$ cat config.mk
export PLATFORM = sky130hd
export DESIGN_NAME = dtrap_top
export DESIGN_NICKNAME = d
export VERILOG_FILES = /design/src/rtl/dtrap_pkg.sv /design/src/rtl/dtrap_ctrl.sv /design/src/rtl/dtrap_dp.sv /design/src/rtl/dtrap_top.sv
export SDC_FILE = /design/constraint.sdc
export NUM_CORES = 1
export LEC_CHECK = 0
export BUFFER_PORTS_ARGS = -buffer_cell sky130_fd_sc_hd__buf_2
export CORE_UTILIZATION = 32
export DETAILED_ROUTE_END_ITERATION = 12
export GPL_ROUTABILITY_DRIVEN = 0
export PLACE_DENSITY = 0.52
export SYNTH_ARGS = -nofsm -noshare
export SYNTH_HDL_FRONTEND = slang
export SYNTH_SLANG_ARGS = --single-unit
$ cat constraint.sdc
create_clock -name clk -period 5.9 [get_ports clk]
set_clock_uncertainty 0.1 [all_clocks]
set_input_delay 0.295 -clock clk [delete_from_list [all_inputs] [get_ports clk]]
set_output_delay 0.295 -clock clk [all_outputs]
set_load 0.03 [all_outputs]
$ cat src/rtl/dtrap_pkg.sv
package dtrap_pkg;
  localparam int SR_MD = 30;
  localparam int SR_RB = 29;
  localparam int SR_BL = 28;

  typedef enum logic [2:0] {
    SEL_PTEHI = 3'd0,
    SEL_PTELO = 3'd1,
    SEL_SR    = 3'd2,
    SEL_VBR   = 3'd3,
    SEL_RC    = 3'd4
  } regSel_e;

  typedef struct packed {
    logic trap;
    logic stuck;
    logic load;
    logic regWr;
  } dtrapStrobe_t;
endpackage

$ cat src/rtl/dtrap_ctrl.sv
module dtrap_ctrl
  import dtrap_pkg::*;
(
  input  logic         clk,
  input  logic         rst_n,
  input  logic         accValid,
  input  logic         accWrite,
  input  logic         tlbHit,
  input  logic         tlbRightsOk,
  input  logic         tlbDirty,
  input  logic         blocked,
  input  logic         ldtlbCmd,
  input  logic         regWe,
  output dtrapStrobe_t strobe,
  output logic         storeCommit,
  output logic         trapTaken,
  output logic         stuckFault
);
  logic storeGranted;
  logic cleanHit;

  // miss or rights failure gates out both commit and trap
  assign storeGranted = accValid && accWrite && tlbHit && tlbRightsOk;
  assign cleanHit     = storeGranted && !tlbDirty;
  assign storeCommit  = storeGranted && tlbDirty;

  always_comb begin
    strobe.trap  = cleanHit && !blocked;
    strobe.stuck = cleanHit && blocked;
    strobe.load  = ldtlbCmd;
    strobe.regWr = regWe && !strobe.trap;
  end

  always_ff @(posedge clk) begin
    if (!rst_n) begin
      trapTaken  <= 1'b0;
      stuckFault <= 1'b0;
    end else begin
      trapTaken  <= strobe.trap;
      stuckFault <= strobe.stuck;
    end
  end
endmodule

$ cat src/rtl/dtrap_dp.sv
module dtrap_dp
  import dtrap_pkg::*;
#(
  parameter int AW        = 32,
  parameter int WAYS      = 4,
  parameter int PAGE_BITS = 12,
  parameter int CODE_W    = 12,
  parameter logic [CODE_W-1:0] EXC_CODE = 12'h080,
  parameter logic [AW-1:0] VEC_OFS = 32'h100,
  localparam int WAY_W = $clog2(WAYS)
)(
  input  logic             clk,
  input  logic             rst_n,
  input  dtrapStrobe_t     strobe,
  input  logic [AW-1:0]    accAddr,
  input  logic [AW-1:0]    accPc,
  input  logic             accDelaySlot,
  input  logic [AW-1:0]    accBranchPc,
  input  logic [WAY_W-1:0] tlbWay,
  input  logic [2:0]       regSel,
  input  logic [AW-1:0]    regWdata,
  output logic [AW-1:0]    branchTarget,
  output logic [AW-1:0]    pteHi,
  output logic [AW-1:0]    pteLo,
  output logic [AW-1:0]    faultAddr,
  output logic [CODE_W-1:0] expCode,
  output logic [AW-1:0]    savedPc,
  output logic [AW-1:0]    savedSr,
  output logic [AW-1:0]    sr,
  output logic [AW-1:0]    vbr,
  output logic [WAY_W-1:0] rcWay,
  output logic             tlbWrEn,
  output logic [WAY_W-1:0] tlbWrWay,
  output logic [AW-1:0]    tlbWrHi,
  output logic [AW-1:0]    tlbWrLo
);
  logic [AW-1:0] srTrapMask;
  always_comb begin
    srTrapMask = '0;
    srTrapMask[SR_MD] = 1'b1;
    srTrapMask[SR_RB] = 1'b1;
    srTrapMask[SR_BL] = 1'b1;
  end

  always_ff @(posedge clk) begin
    if (!rst_n) begin
      pteHi <= '0; pteLo <= '0; faultAddr <= '0; expCode <= '0;
      savedPc <= '0; savedSr <= '0; sr <= '0; vbr <= '0; rcWay <= '0;
      branchTarget <= '0;
    end else if (strobe.trap) begin
      pteHi        <= {accAddr[AW-1:PAGE_BITS], pteHi[PAGE_BITS-1:0]};
      faultAddr    <= accAddr;
      expCode      <= EXC_CODE;
      savedPc      <= accDelaySlot ? accBranchPc : accPc;
      savedSr      <= sr;
      sr           <= sr | srTrapMask;
      rcWay        <= tlbWay;
      branchTarget <= vbr + VEC_OFS;
    end else if (strobe.regWr) begin
      case (regSel)
        SEL_PTEHI: pteHi <= regWdata;
        SEL_PTELO: pteLo <= regWdata;
        SEL_SR:    sr    <= regWdata;
        SEL_VBR:   vbr   <= regWdata;
        SEL_RC:    rcWay <= regWdata[WAY_W-1:0];
        default: ;
      endcase
    end
  end

  always_ff @(posedge clk) begin
    if (!rst_n) begin
      tlbWrEn <= 1'b0; tlbWrWay <= '0; tlbWrHi <= '0; tlbWrLo <= '0;
    end else begin
      tlbWrEn <= strobe.load;
      if (strobe.load) begin
        tlbWrWay <= rcWay;
        tlbWrHi  <= pteHi;
        tlbWrLo  <= pteLo;
      end
    end
  end
endmodule

$ cat src/rtl/dtrap_top.sv
module dtrap_top
  import dtrap_pkg::*;
(
  input  logic        clk,
  input  logic        rst_n,
  input  logic        accValid,
  input  logic        accWrite,
  input  logic [31:0] accAddr,
  input  logic [31:0] accPc,
  input  logic        accDelaySlot,
  input  logic [31:0] accBranchPc,
  input  logic        tlbHit,
  input  logic        tlbRightsOk,
  input  logic        tlbDirty,
  input  logic [1:0]  tlbWay,
  input  logic        ldtlbCmd,
  input  logic        regWe,
  input  logic [2:0]  regSel,
  input  logic [31:0] regWdata,
  output logic        storeCommit,
  output logic        trapTaken,
  output logic        stuckFault,
  output logic [31:0] branchTarget,
  output logic [31:0] pteHiOut,
  output logic [31:0] pteLoOut,
  output logic [31:0] faultAddrOut,
  output logic [11:0] expCodeOut,
  output logic [31:0] savedPcOut,
  output logic [31:0] savedSrOut,
  output logic [31:0] srOut,
  output logic [31:0] vbrOut,
  output logic [1:0]  rcWayOut,
  output logic        tlbWrEn,
  output logic [1:0]  tlbWrWay,
  output logic [31:0] tlbWrHi,
  output logic [31:0] tlbWrLo
);
  dtrapStrobe_t strobe;

  dtrap_ctrl u_ctrl (
    .clk(clk), .rst_n(rst_n), .accValid(accValid), .accWrite(accWrite),
    .tlbHit(tlbHit), .tlbRightsOk(tlbRightsOk), .tlbDirty(tlbDirty),
    .blocked(srOut[SR_BL]), .ldtlbCmd(ldtlbCmd), .regWe(regWe),
    .strobe(strobe), .storeCommit(storeCommit), .trapTaken(trapTaken),
    .stuckFault(stuckFault)
  );

  dtrap_dp #(.AW(32), .WAYS(4), .PAGE_BITS(12)) u_dp (
    .clk(clk), .rst_n(rst_n), .strobe(strobe), .accAddr(accAddr), .accPc(accPc),
    .accDelaySlot(accDelaySlot), .accBranchPc(accBranchPc), .tlbWay(tlbWay),
    .regSel(regSel), .regWdata(regWdata), .branchTarget(branchTarget),
    .pteHi(pteHiOut), .pteLo(pteLoOut), .faultAddr(faultAddrOut),
    .expCode(expCodeOut), .savedPc(savedPcOut), .savedSr(savedSrOut),
    .sr(srOut), .vbr(vbrOut), .rcWay(rcWayOut), .tlbWrEn(tlbWrEn),
    .tlbWrWay(tlbWrWay), .tlbWrHi(tlbWrHi), .tlbWrLo(tlbWrLo)
  );
endmodule

==> impl_metrics.ini <==
[clock_network]
hold_buffers = 105
cts-root-buf = clkbuf_16
cts-htree-levels = 2
numClockSinks = 328
cts_buffers = 38
cts_tree = done
clk_pin_slew_ns = 0.06
ctsLongestPathBuffers = 3
cts_resized = 0
postCtsSetupBuffers = 0
clk-insertion-delay-late_ns = 0.55

[worst_setup_path]
slowest_delay_ns = 0.62
rr_endpoint = u_dp.branchTarget[28]
path_buf_inv = 3
path_cells = dlygate4sd3_1 -> buf_2 -> nor2_1 -> nand2_4 -> buf_4 -> a211oi_1 -> nor3_1
r2r_cells = 5
critical_path_required_ns = 6.23
worstSetupStartpointType = input pin
cp_data_arrival_time_ns = 2.98
crit_family = buffers and inverters
worstPathMaxFanout = 74
path_class = in2reg
end_kind = flop
rrSetupSlack_ns = 3.31
crit_start = tlbDirty
timing.rr.start = u_dp.sr[28]
crit_slowest_cell = nor2_1

[floorplanning]
start_util_pct = 32.6
die_x_um = 198
ios = 483
coreArea_um2 = 37800
row_count = 71
design.die.area_um2 = 39300
die_h_um = 198

[min_path]
min_from = regWdata[31]
hold_end = u_dp.sr[31]
hp-class = in2reg
hold_path_depth = 3

[layout]
num-nets-final = 1972
syn_to_final_growth_pct = 40.4
fillCellCount = 3690
multi_input_area_um2 = 5380
fin_cells = 2366
seq_area_um2 = 6570
fin_area_um2 = 17300
drive_gt1_share_pct = 30.8

[sta]
finalMaxSlewViolations = 0
holdWs_ns = 0.00937
hold_viol = 0
fin_crit_ns = 2.65
setup_viol = 0
slew_headroom_pct = 29.2
setup_tns_ns = 0
max_clock_freq_ghz = 0.377
worstMarginPinSlew_ns = 1.06
rsz0062_at_grt = false
fin_crit_sh_pct = 44.9

[synth]
synth_edf_count = 0
synthTopCellsByArea = dfxtp_1 53%, mux2i_1 17%, nor2_1 6.5%
synth_seq_area_share_pct = 53.3
synth_top_area_share_pct = 53.3
synth_cells = 1300
syn_avg_cell_area_um2 = 9.48
yosys_warnings = 0
yosys.area.top_type = dfxtp_1
synth.distinct_cells = 39
synthArstFlopShare_pct = 0
synth-main-ff-cell = dfxtp_1
ys_seq_elements = 328
syn-cell-area_um2 = 12300

[global_routing]
grt_util_all_layers_pct = 21.4
antenna_found_initial = 0
grt_pass1_vias = 10700
grt_max_degree = 183
grt_pass1_wl_um = 63500
overflow = 0

[route]
drc = 0
vias = 11200
viasPerCell = 4.75
wl_per_cell_um = 18.4
drt-total-wl_um = 43600
drtIter0Drc = 520
first_pass_iters = 6
drt.antenna.violating_nets = 0

[run]
max-cap-violations = 0

[pwr]
irDropWorstVdd_mv = 0.166
total_leakage_power_uw = 0.00774
power_density_nw_per_um2 = 289

[status]
outcome = complete, no violations

[place]
dpl.cell_count = 2194
place_hpwl_um = 29600
portBuffers = 471
placed_cell_area_um2 = 15000
## sequential cells by signal (all words and copies together) (netlist names), 32 cells and up
register / flops
u_dp.savedPc: 32
u_dp.tlbWrLo: 32
u_dp.savedSr: 32
u_dp.sr: 32
u_dp.pteLo: 32
u_dp.faultAddr: 32
u_dp.vbr: 32
u_dp.tlbWrHi: 32
u_dp.branchTarget: 32
u_dp.pteHi: 32
## kinds of logic (layout without fill, tap and decap cells)
logic type | after synthesis | after routing | share of synthesized area, %
xor+xnor | 12 | 12 | 0.853
simple gates | 439 | 439 | 14.7
other cells | 1 | 13 | 0.0304
buf+inv | 109 | 652 | 3.83
mux | 228 | 228 | 18.7
fa+ha+maj | 1 | 1 | 0.102
flops | 328 | 328 | 53.3
compound gates | 182 | 182 | 8.50
## synthesized netlist by cell type (2+ instances only)
| cell | number |
|---|---|
| nand2_1 | 175 |
| nand3_1 | 9 |
| and4_1 | 6 |
| nor2_1 | 214 |
| dfxtp_1 | 328 |
| inv_1 | 2 |
| or3_1 | 4 |
| xor2_1 | 9 |
| a21oi_1 | 105 |
| o31ai_1 | 5 |
| a31oi_1 | 9 |
| a211oi_1 | 40 |
| buf_4 | 13 |
| o21ai_0 | 21 |
| mux2_2 | 20 |
| mux2i_1 | 208 |
| nand4_1 | 7 |
| nor3_1 | 4 |
| or4_1 | 7 |
| xnor2_1 | 3 |
| clkbuf_1 | 78 |
| buf_1 | 5 |
| and2_1 | 3 |
| buf_2 | 10 |
## tightest hold or removal path, stage by stage
cell	delay (ns)
buf_2	0.17
mux2i_1	0.09
nor2_1	0.07
## cells in the final DEF (no fill, tap or decap), drive strengths merged, types with 2 or more instances in the layout
master	n
o21ai	21
o31ai	5
and2	4
and4	7
nor2	214
dlygate4sd3	105
xor2	9
a21oi	105
inv	4
mux2i	208
clkinvlp	2
mux2	20
clkinv	6
nand4	8
nand2	175
dfxtp	328
or3	4
nand3	9
xnor2	3
nor3	4
diode	2
clkbuf	55
conb	11
a31oi	9
a211oi	40
or4	7
buf	480
## worst max path at each step
stage	endpoint	slack (ns)	depth (start not counted)
floorplan	u_dp.branchTarget[31]	3.73	5
global placement	u_dp.branchTarget[28]	3.33	6
detailed placement	u_dp.branchTarget[28]	3.28	6
CTS	u_dp.branchTarget[28]	3.34	7
global route	u_dp.branchTarget[28]	3.12	7
finish	u_dp.branchTarget[28]	3.25	7
## report_power, final
| part | internal [uW] | switching (uW) | total, uW |
|---|---|---|---|
| clock network | 1320 | 942 | 2270 |
| registers | 2250 | 31.4 | 2280 |
| logic | 174 | 265 | 439 |
| total | 3750 | 1240 | 4990 |
## per-layer routing
metal,share of wire [%],vias to the layer above,global-route usage [%]
met4,3.4,0,9.42
met5,0,-,0
met3,6.9,75,5.62
met2,49,400,36.8
met1,41,5292,24.7
li1,-,5465,-
## metrics by stage
step / total power [uW] / worst slack [ns] / utilization, %
after CTS: 5060 / 3.34 / 45.8
after global routing: 5180 / 3.12 / 45.8
final: 4990 / 3.25 / 45.8
after global placement: 2710 / 3.33 / 39.8
after floorplan: 2560 / 3.73 / -
after detailed placement: 2720 / 3.28 / 39.8
## final cells by class
class,count,area share (%)
Timing Repair Buffer,585,20.2
Sequential cell,328,38.0
Antenna cell,2,0.0289
Clock buffer,55,6.51
Clock inverter,10,0.427
Inverter,2,0.0868
Tap cell,511,3.70
Multi-Input combinational cell,873,31.1
(Power assumes the default switching activity.)
